## src/rtl/sense_cal_pkg.sv

```systemverilog
package sense_cal_pkg;
    localparam int TRIM_W    = 3;
    localparam int MODE_W    = 3;
    localparam int NUM_MODES = 5;
    localparam int SET_W     = MODE_W + 3 * TRIM_W;

    typedef struct packed {
        logic [MODE_W-1:0] mode;
        logic [TRIM_W-1:0] iref;
        logic [TRIM_W-1:0] vread;
        logic [TRIM_W-1:0] tim;
    } trim_set_t;

    typedef enum logic [1:0] {
        ST_SETTLE = 2'd0,
        ST_READ   = 2'd1,
        ST_LOCK   = 2'd2,
        ST_FAIL   = 2'd3
    } cal_state_t;

    localparam logic [TRIM_W-1:0] MID_TRIM = TRIM_W'(1 << (TRIM_W - 1));
    localparam trim_set_t FALLBACK_SET = '{mode: '0, iref: MID_TRIM,
                                           vread: MID_TRIM, tim: MID_TRIM};
endpackage

```

## src/rtl/cal_sweep_step.sv

```systemverilog
module cal_sweep_step
    import sense_cal_pkg::*;
(
    input  trim_set_t cur,
    output trim_set_t nxt,
    output logic      last
);
    localparam int LOW_W = 3 * TRIM_W;

    logic [LOW_W-1:0] low_cur;
    logic [LOW_W-1:0] low_nxt;
    logic             low_wrap;

    always_comb begin
        low_cur   = {cur.iref, cur.vread, cur.tim};
        low_wrap  = &low_cur;
        low_nxt   = low_cur + LOW_W'(1);
        nxt.iref  = low_nxt[3*TRIM_W-1:2*TRIM_W];
        nxt.vread = low_nxt[2*TRIM_W-1:TRIM_W];
        nxt.tim   = low_nxt[TRIM_W-1:0];
        nxt.mode  = low_wrap ? cur.mode + MODE_W'(1) : cur.mode;
        last      = low_wrap && (cur.mode == MODE_W'(NUM_MODES - 1));
    end
endmodule

```

## src/rtl/cal_wr_filter.sv

```systemverilog
module cal_wr_filter
    import sense_cal_pkg::*;
(
    input  logic             wr_en,
    input  logic [SET_W-1:0] wr_data,
    input  logic             searched,
    output logic             accept,
    output trim_set_t        wr_set
);
    always_comb begin
        wr_set = trim_set_t'(wr_data);
        accept = wr_en && searched && (wr_set.mode < MODE_W'(NUM_MODES));
    end
endmodule

```

## src/rtl/sense_cal_seq.sv

```systemverilog
module sense_cal_seq
    import sense_cal_pkg::*;
#(
    parameter int SETTLE_CYC = 4
) (
    input  logic              clk,
    input  logic              rst_n,
    output logic              rd_req,
    input  logic              rd_ack,
    input  logic              rd_pass,
    input  logic              ovr_wr,
    input  logic [SET_W-1:0]  ovr_data,
    output logic [MODE_W-1:0] sense_mode,
    output logic [TRIM_W-1:0] iref_code,
    output logic [TRIM_W-1:0] vread_code,
    output logic [TRIM_W-1:0] tim_code,
    output logic              cal_done,
    output logic              cal_fail
);
    localparam int CNT_W = (SETTLE_CYC < 2) ? 1 : $clog2(SETTLE_CYC);
    localparam logic [CNT_W-1:0] CNT_LAST = CNT_W'(SETTLE_CYC - 1);

    typedef struct packed {
        cal_state_t       st;
        logic [CNT_W-1:0] cnt;
        trim_set_t        set;
    } seq_regs_t;

    seq_regs_t regs_d, regs_q;
    trim_set_t step_set;
    logic      step_last;
    logic      wr_accept;
    trim_set_t wr_set;
    logic      searched;

    assign searched = (regs_q.st == ST_LOCK) || (regs_q.st == ST_FAIL);

    cal_sweep_step u_step (
        .cur  (regs_q.set),
        .nxt  (step_set),
        .last (step_last)
    );

    cal_wr_filter u_wr (
        .wr_en    (ovr_wr),
        .wr_data  (ovr_data),
        .searched (searched),
        .accept   (wr_accept),
        .wr_set   (wr_set)
    );

    always_comb begin
        regs_d = regs_q;
        case (regs_q.st)
            ST_SETTLE: begin
                if (regs_q.cnt == CNT_LAST) begin
                    regs_d.st = ST_READ;
                end else begin
                    regs_d.cnt = regs_q.cnt + CNT_W'(1);
                end
            end
            ST_READ: begin
                if (rd_ack) begin
                    if (rd_pass) begin
                        regs_d.st = ST_LOCK;
                    end else if (step_last) begin
                        regs_d.st  = ST_FAIL;
                        regs_d.set = FALLBACK_SET;
                    end else begin
                        regs_d.st  = ST_SETTLE;
                        regs_d.cnt = '0;
                        regs_d.set = step_set;
                    end
                end
            end
            default: begin
                if (wr_accept) begin
                    regs_d.set = wr_set;
                end
            end
        endcase
    end

    always_ff @(posedge clk or negedge rst_n) begin
        if (!rst_n) begin
            regs_q <= '{st: ST_SETTLE, cnt: '0, set: '0};
        end else begin
            regs_q <= regs_d;
        end
    end

    assign rd_req     = (regs_q.st == ST_READ);
    assign cal_done   = searched;
    assign cal_fail   = (regs_q.st == ST_FAIL);
    assign sense_mode = regs_q.set.mode;
    assign iref_code  = regs_q.set.iref;
    assign vread_code = regs_q.set.vread;
    assign tim_code   = regs_q.set.tim;
endmodule

```

## config.mk

```make
export PLATFORM = sky130hd
export DESIGN_NAME = sense_cal_seq
export DESIGN_NICKNAME = d
export VERILOG_FILES = /design/src/rtl/sense_cal_pkg.sv /design/src/rtl/cal_sweep_step.sv /design/src/rtl/cal_wr_filter.sv /design/src/rtl/sense_cal_seq.sv
export SDC_FILE = /design/constraint.sdc
export NUM_CORES = 1
export LEC_CHECK = 0
export BUFFER_PORTS_ARGS = -buffer_cell sky130_fd_sc_hd__buf_4
export CORE_ASPECT_RATIO = 0.75
export CORE_UTILIZATION = 50
export CTS_CLUSTER_DIAMETER = 30
export DETAILED_ROUTE_END_ITERATION = 8
export GPL_TIMING_DRIVEN = 0
export PLACE_DENSITY = 0.83
export SLEW_MARGIN = 20
export SYNTH_ARGS = -nofsm -noshare
export SYNTH_HDL_FRONTEND = slang
export SYNTH_SLANG_ARGS = --single-unit
```

## constraint.sdc

```tcl
create_clock -name clk -period 5.25 [get_ports clk]
set_clock_uncertainty 0.15 [all_clocks]
set_input_delay 0.2625 -clock clk [delete_from_list [all_inputs] [get_ports clk]]
set_output_delay 0.2625 -clock clk [all_outputs]
set_load 0.05 [all_outputs]
```

Word level (Yosys, flattened, before mapping)
Cells that the tools add are included.

word-level totals
  bits in registers = 16
  output and inout port bits = 15
  word-level logic and storage cells = 46

cells by class
  $add $sub $neg = 3
  magnitude comparators = 1
  equal/unequal tests = 11
  muxes and demuxes = 12
  bitwise operators = 1
  reduce and logical (&&, ||, !) cells = 12

operator list
  kind                                                    count
  2-to-1 mux 12 bit                                       2
  case mux 12 bit (2 select lines)                        1
  2-to-1 mux 16 bit                                       1
  2-to-1 mux 14 bit                                       1
  2-to-1 mux 2 bit                                        5
  AND reduction 5 bit                                     2
  adder 9 x 1 -> 9 bit (second input constant)            1
  AND reduction 9 bit                                     1
  inequality test 2 bit (second input constant)           4
  case mux 4 bit (2 select lines)                         1
  == test 2 bit (second input constant)                   3
  AND reduction 4 bit                                     1
  nonzero test 2 bit                                      2
  adder 3 x 1 -> 3 bit (second input constant)            1
  == test 3 bit (second input constant)                   1
  logical AND 1 bit                                       3
  less-than comparator 3 bit (second input constant)      1
  2-to-1 mux 3 bit                                        1
  inequality test 3 x 1 -> 1 bit (second input constant)  1
  AND reduction 3 bit                                     1
  adder 2 x 1 -> 2 bit (second input constant)            1
  == test 2 x 1 -> 1 bit (second input constant)          1
  zero test 2 bit                                         1
  inequality test 2 x 1 -> 1 bit (second input constant)  1
  2 further kinds                                         2

Longest topological paths before layout
Gate-level depths: netlist of run 1.

  depth in word-level cells = 6
  gate-level depth with buffers = 7
  gate-level depth less buffers = 6

Modules after synthesis
Synthesis of run 1 repeated with hierarchy kept, for this count alone.

second synthesis, totals
  cells, all modules = 148
  area total of the unflattened synthesis = 1332.5 sq um

modules (own cells, without submodules)
  module          times used  cells an instance  area each (sq um)  seq. area each (sq um)
  sense_cal_seq   1           104                1018.5             400.4
  cal_sweep_step  1           30                 212.7              0.0
  cal_wr_filter   1           14                 101.3              0.0

Worst setup path after synthesis of run 1
OpenSTA, ideal clock, no wires.

  kind = register -> register
  start = register regs_q[0], in the netlist tim_code[0]
  end = register regs_q[9], in the netlist sense_mode[0]
  arrival = 1517 ps
  data required time = 5021 ps
  setup slack = 3504 ps
  cell stages (with the launch flop) = 6
  cells stage by stage = dfrtp_1 -> ha_1 -> nand3_4 -> or3_4 -> a21oi_2 -> mux2i_1

on the way
  word-level cells in the longest chain between the ends = 6
  elaborated cells on any way between the ends = 8

ends and longest elaborated chain
  item                              RTL line              RTL
  from (decl)                       sense_cal_seq.sv:29   seq_regs_t regs_d, regs_q;
  from (signal assigned)            sense_cal_seq.sv:86   regs_q <= '{st: ST_SETTLE, cnt: '0, set: '0};
  from (signal assigned)            sense_cal_seq.sv:88   regs_q <= regs_d;
  AND reduction 9 bit (*)           cal_sweep_step.sv:16  low_wrap = &low_cur;
  logical AND 1 bit                 cal_sweep_step.sv:22  last = low_wrap && (cur.mode == MODE_W'(NUM_MODES - 1));
  2-to-1 mux 12 bit                 sense_cal_seq.sv:66   end else if (step_last) begin
  2-to-1 mux 14 bit                 sense_cal_seq.sv:64   if (rd_pass) begin
  2-to-1 mux 16 bit                 sense_cal_seq.sv:63   if (rd_ack) begin
  case mux 12 bit (2 select lines)  sense_cal_seq.sv:54   case (regs_q.st)

Every way passes the cells marked *; elsewhere a longest branch is shown, timed or not. The select of a mux whose other input is x is not followed.
A chain may end at the register's enable or synchronous reset.

Worst setup path after layout of run 1
Same ends and word-level chain as after synthesis.

==> reports/results.ini, run 1 <==
[finish]
postLayoutCoreUtil=0.674
nets=194
final_area_um2=1560
drive_gt1_frac=0.360
syn_to_final_growth_pct=26.1
multi_input_area_um2=659
nFillCells=199
num_antenna_cells=0
area.sequential_um2=400

[route]
initialDrtViolationCount=45
top_layer=met4
dr_wl_met2_um=1410
drt-wirelength-per-cell_um=14.1
wl_met3_um=182
drtAntennaViolNets=0
num_vias=1141
wirelength_met1_um=1300
drc=0
vias_per_cell=5.54
routed_wl_um=2910
dr.pass1.iters=5

[synthesis]
synth_cells=136
netlist_area_um2=1230
synth_top_cell_by_area=dfrtp_1
yosys.cell_count.top_type=dfrtp_1
avgSynthCellArea_um2=9.07
yosysSeqAreaShare=0.325
yosys.area.top_type_share=0.325
synthTopCellsByCount=dfrtp_1, a21oi_1, buf_4
synth.area.top_cells=dfrtp_1, buf_4, a21oi_1
async_flop_share=1.00
synth_seq_cells=16
ys_warn_count=0
synth_nets=157
ys_types=47
ys.flop_type=dfrtp_1
synth-edff-count=0

[floorplan]
ios=32
die_w_um=59.4
die_height_um=45.0
start_util=0.534
num_rows=15
coreArea_um2=2310
fp.dieArea_um2=2670

[global_route]
grt_max_degree=17
grt_usage=0.239
grt_pass1_vias=1013
grt_pass1_wl_um=4670
grt_antenna_before_repair=0
grt_overflow=0

[sta]
slew_viol_final=0
tns_ps=0
fin_crit_sh=0.373
timing.fmax_ghz=0.511
setup_viol=0
holdWs_ps=98.5
rsz0062_at_grt=no
hold_viol=0
fin_crit_ps=1960
timing.slew.headroom=0.680
worst_pin_slew_ps=476

[power_and_ir_drop]
peakVddDrop_v=0.000148
p_leak_nw=0.694
power_density_nw_per_um2=257

[worst_setup_path]
critical_path_buf_inv_count=0
cp-start-kind=flip-flop
critPathKind=flip-flop to flip-flop
slowest_delay_ps=450
path_cells=ha_1, nand3_4, or3_4, a21oi_2, mux2i_1
worstPathMaxFanout=6
cp_slowest_cell=dfrtp_1
cp-end-kind=flip-flop
required_ps=5320
path_delay_family=simple AND/OR/NAND/NOR gates
cp.arrival_ps=2020

[clock_tree]
cts_resized=0
cts_max_level=1
cts.sink_count=16
cts_buffers=3
cts_buffer_depth=2
cts_tree=built
cts_root_buf=clkbuf_4
path_clk_slew_ps=100
clkLatencyLatePin_ps=290

[job]
max-cap-violations=0

[placement]
hpwlAfterDp_um=2180
portBuffers=31
placed_cell_area_um2=1510
routabilityCongestion=0.833

[outcome]
outcome=complete, no violations

[hold_path]
hold_path.class=primary input to flip-flop

-- layout by cell type (no fill, tap or decap), types with 2 or more instances in the layout --
master / Yosys / final
a211o_1: 2 / 2
a21o_1: 3 / 3
a21oi_1: 13 / 13
a22oi_1: 2 / 2
buf_4: 13 / 44
buf_6: 3 / 3
clkbuf_1: 2 / 2
clkbuf_4: 0 / 3
dfrtp_1: 16 / 16
ha_1: 4 / 4
inv_1: 7 / 7
mux2i_1: 3 / 3
nand2_1: 6 / 6
nand2b_1: 3 / 3
nand3_1: 5 / 5
nand4_1: 2 / 2
nor2_1: 6 / 6
nor3_1: 4 / 4
o211ai_1: 2 / 2
o21ai_0: 9 / 9
o22ai_1: 4 / 4
-- routing by layer --
metal,track usage,vias to the layer above
met5,0,-
met4,0.0762,0
met3,0.0688,2
met2,0.396,43
met1,0.304,534
li1,-,562
-- worst min-delay path: stages --
cell and delay [ps]:
buf_4 80, a221oi_1 60, nor2_1 100
-- path summary, 6_finish.rpt --
path                             start             to  slack (ps)  cells past startpoint
min in group asynchronous        rst_n  sense_mode[2]         210                      2
hold / removal             ovr_data[1]    tim_code[1]         100                      3
setup reg to reg           tim_code[0]  sense_mode[0]        3290                      5
max in group asynchronous        rst_n     regs_q[15]        4560                      2
setup / recovery           tim_code[0]  sense_mode[0]        3290                      5
hold reg to reg             regs_q[13]     regs_q[13]         410                      1
-- power by group --
part / leakage [nW] / internal [W] / total, W / switching (W)
Combinational: 0.500 / 0.0000652 / 0.000158 / 0.0000931
Clock: 0.0210 / 0.0000423 / 0.0000848 / 0.0000426
Sequential: 0.173 / 0.000137 / 0.000157 / 0.0000206
Total: 0.694 / 0.000244 / 0.000400 / 0.000156
-- kinds of logic after synthesis --
group	after synthesis	share of synthesized area
AO/OA/AOI/OAI	47	0.267
AND/OR/NAND/NOR	39	0.203
buffers and inverters	27	0.141
flip-flops	16	0.325
adder cells (fa/ha/maj)	4	0.0406
multiplexers	3	0.0243
-- what timing repair did --
item,4_1_cts,5_1_grt
hold buffers,1,0
buffers inserted,0,0
hold endpoints to repair,16,0
-- flip-flops by register name (all words and copies together), names as in the netlist --
name,count
sense_mode,3
regs_q,4
iref_code,3
tim_code,3
vread_code,3
-- area by class of cell --
class,count,share of cell area
tap,34,0.0274
inverter,8,0.0193
multi-input combinational,93,0.424
clock buffer,4,0.0233
sequential,16,0.257
timing repair buffer,32,0.156
buffer,19,0.0925
-- through the flow --
stage	total power (W)	instances	worst slack, ps
after floorplan	0.000270	136	3500
after global placement	0.000312	201	3380
after detailed placement	0.000317	201	3320
after CTS	0.000402	206	3290
after global routing	0.000421	206	3150
final	0.000400	206	3290
Note: power is estimated with default switching activity, not from simulation.
==> run 2: changes to the inputs <==
--- a/config.mk
+++ b/config.mk
@@ -5,13 +5,14 @@
 export SDC_FILE = /design/constraint.sdc
 export NUM_CORES = 1
 export LEC_CHECK = 0
+export ABC_AREA = 1
 export BUFFER_PORTS_ARGS = -buffer_cell sky130_fd_sc_hd__buf_4
 export CORE_ASPECT_RATIO = 0.75
-export CORE_UTILIZATION = 50
+export CORE_UTILIZATION = 47
 export CTS_CLUSTER_DIAMETER = 30
 export DETAILED_ROUTE_END_ITERATION = 8
 export GPL_TIMING_DRIVEN = 0
-export PLACE_DENSITY = 0.83
+export PLACE_DENSITY = 0.82
 export SLEW_MARGIN = 20
 export SYNTH_ARGS = -nofsm -noshare
 export SYNTH_HDL_FRONTEND = slang
==> constraint.sdc (replaced) <==
create_clock -name clk -period 1.7 [get_ports clk]
set_clock_uncertainty 0.15 [all_clocks]
set_input_delay 0.085 -clock clk [delete_from_list [all_inputs] [get_ports clk]]
set_output_delay 0.085 -clock clk [all_outputs]
set_load 0.05 [all_outputs]
==> run 2 against run 1 <==
The flow now finishes with violations (negative hold slack); critical path depth decreased by 2; sequential power increased to 3.0 times the previous value; global-route usage decreased by 2.5 points; routed wire length decreased by 0.31%; combinational power increased to 3.2 times the previous value; first-iteration DRC count unchanged; worst hold slack got worse by 100 ps; critical path type is now flip-flop to output port; highest routed layer unchanged.
==> reports/results.ini, run 2 <==
[outcome]
outcome=complete, but fails checks
violations=negative hold slack

[finish]
final_cell_mix=nand2_1, buf_4, nor2_1
nets=250
instances_no_fill=262
final_area_um2=1680
num_antenna_cells=0
drive_gt1_frac=0.320
largest_register_ffs=4
syn_to_final_growth_pct=33.3
regMostFlops=regs_q
postLayoutCoreUtil=0.696

[floorplan]
num_rows=15
coreArea_um2=2420
start_util=0.522
ios=32
die_height_um=46.9
fp.dieArea_um2=2900
die_w_um=61.9

[synthesis]
yosys.area_share.xor_xnor=0.0208
synth_top_cell_by_area=dfrtp_1
synth_nets=203
avgSynthCellArea_um2=6.94
ys_warn_count=0
yosys.cell_count.top_type=nand2_1
netlist_area_um2=1260
synth_seq_cells=16
ys_types=29
yosys.area_share.simple=0.369
yosys.area.top_type_share=0.317
synth_cells=182
synth.area.top_cells=dfrtp_1, nand2_1, nor2_1
async_flop_share=1.00
synth_top_family_by_area=simple AND/OR/NAND/NOR gates
synth_fa_ha_area_frac=0.0396
synthTopCellsByCount=nand2_1, nor2_1, inv_1
synth-compound-area-share=0.0723
ys.flop_type=dfrtp_1
yosysSeqAreaShare=0.317
synth.mux.area_fraction=0.00792
synth-edff-count=0

[power_and_ir_drop]
sw_frac_of_total=0.387
p_int_w=0.000759
power_density_nw_per_um2=735
clkPwrFrac=0.214
peakVddDrop_v=0.000449
total_power_w=0.00124
p_leak_nw=0.903
p_switching_w=0.000479
seqPwrFrac=0.379
comb_power_share=0.408

[sta]
timing.slew.headroom=0.837
holdWs_ps=-3.16
hold_viol=1
fin_crit_ps=1660
slew_viol_final=0
fin_crit_sh=0.974
worst_pin_slew_ps=243
rsz0062_at_grt=yes
setup_viol=0
setup_slack_ps=44.2
timing.fmax_ghz=0.604

[clock_tree]
cts_tree=built
cts_buffer_depth=2
cts_root_buf=clkbuf_4
cts_buffers=3
clkLatencyLatePin_ps=300
cts_max_level=1
cts.sink_count=16
path_clk_slew_ps=100

[route]
vias_per_cell=4.80
drc=0
num_vias=1258
dr.pass1.iters=4
drt-wirelength-per-cell_um=11.1
initialDrtViolationCount=45
dr_wl_met2_um=1280
wirelength_met1_um=1410
routed_wl_um=2900
drtAntennaViolNets=0
wl_met3_um=188
top_layer=met4

[hold_path]
hold_path.class=primary input to flip-flop
hold-path-cell-count=5
hold-path-endpoint=tim_code[1]
min-delay-start=ovr_data[1]

[worst_setup_path]
reg2reg_slack_ps=70
cp.arrival_ps=1420
worstPathMaxFanout=10
crit_path_start=regs_q[15]
cp-start-kind=flip-flop
r2r-end=sense_mode[0]
critPathKind=flip-flop to output port
cp-end-kind=output port
required_ps=1460
r2r-start=tim_code[0]
r2r_cells=9

[job]
max-cap-violations=0

[global_route]
grt_overflow=0
grt_usage=0.214
grt_max_degree=17
grt_antenna_before_repair=0
grt_pass1_wl_um=4460
grt_pass1_vias=1051

[placement]
hpwlAfterDp_um=2030
routabilityCongestion=0.868
portBuffers=31
placed_cell_area_um2=1540
dpl_worst_slack_ps=63.2
dp_cells=247

[run 2: how the worst max path moves through the flow]
stage,endpoint,slack [ps],depth (start not counted)
floorplan,regs_q[12],200,7
global placement,regs_q[12],70,7
detailed placement,regs_q[12],60,7
CTS,rd_req,20,3
global route,sense_mode[0],-30,9
finish,rd_req,40,3
[run 2: repair_timing]
action,4_1_cts,5_1_grt
buffers inserted,0,3
hold endpoints to repair,24,0
gates resized for setup,0,4
setup endpoints to repair,0,10
hold buffers,8,0
[run 2: power groups by stage]
stage	Clock, W	Combinational, W	Sequential [W]
6_report	0.000265	0.000505	0.000469
5_1_grt	0.000279	0.000550	0.000474
4_1_cts	0.000266	0.000487	0.000468
3_5_place_dp	0	0.000472	0.000475
3_3_place_gp	0	0.000463	0.000474
2_1_floorplan	0	0.000354	0.000463
[run 2: layer usage]
layer,vias up,GRT usage
met5,-,0
met4,0,0.0444
met3,4,0.0661
met2,57,0.342
met1,542,0.289
li1,655,-
[run 2: cell type report]
type / count / area (um2)
Tap cell: 34 / 42.5
Inverter: 23 / 86.3
Sequential cell: 16 / 402
Timing Repair Buffer: 42 / 335
Multi-Input combinational cell: 124 / 647
Clock buffer: 4 / 36.3
Fill cell: 198 / 737
Buffer: 19 / 135
[run 2: kinds of logic after synthesis]
| logic type | after synthesis |
|---|---|
| flip-flops | 16 |
| buffers and inverters | 42 |
| AO/OA/AOI/OAI | 16 |
| multiplexers | 1 |
| AND/OR/NAND/NOR | 100 |
| adder cells (fa/ha/maj) | 4 |
| XOR/XNOR | 3 |
[run 2: worst max-delay path: stages, from the launching register on]
cell,delay (ps)
dfrtp_1,460
nor2_4,200
clkbuf_4,240
buf_4,220
[run 2: stage by stage]
stage / TNS (ps) / hold slack (ps)
4_1_cts: 0 / 5.08
6_report: 0 / -3.16
3_5_place_dp: 0 / -190
5_1_grt: -31.2 / 25.3
2_1_floorplan: 0 / -361
3_3_place_gp: 0 / -188
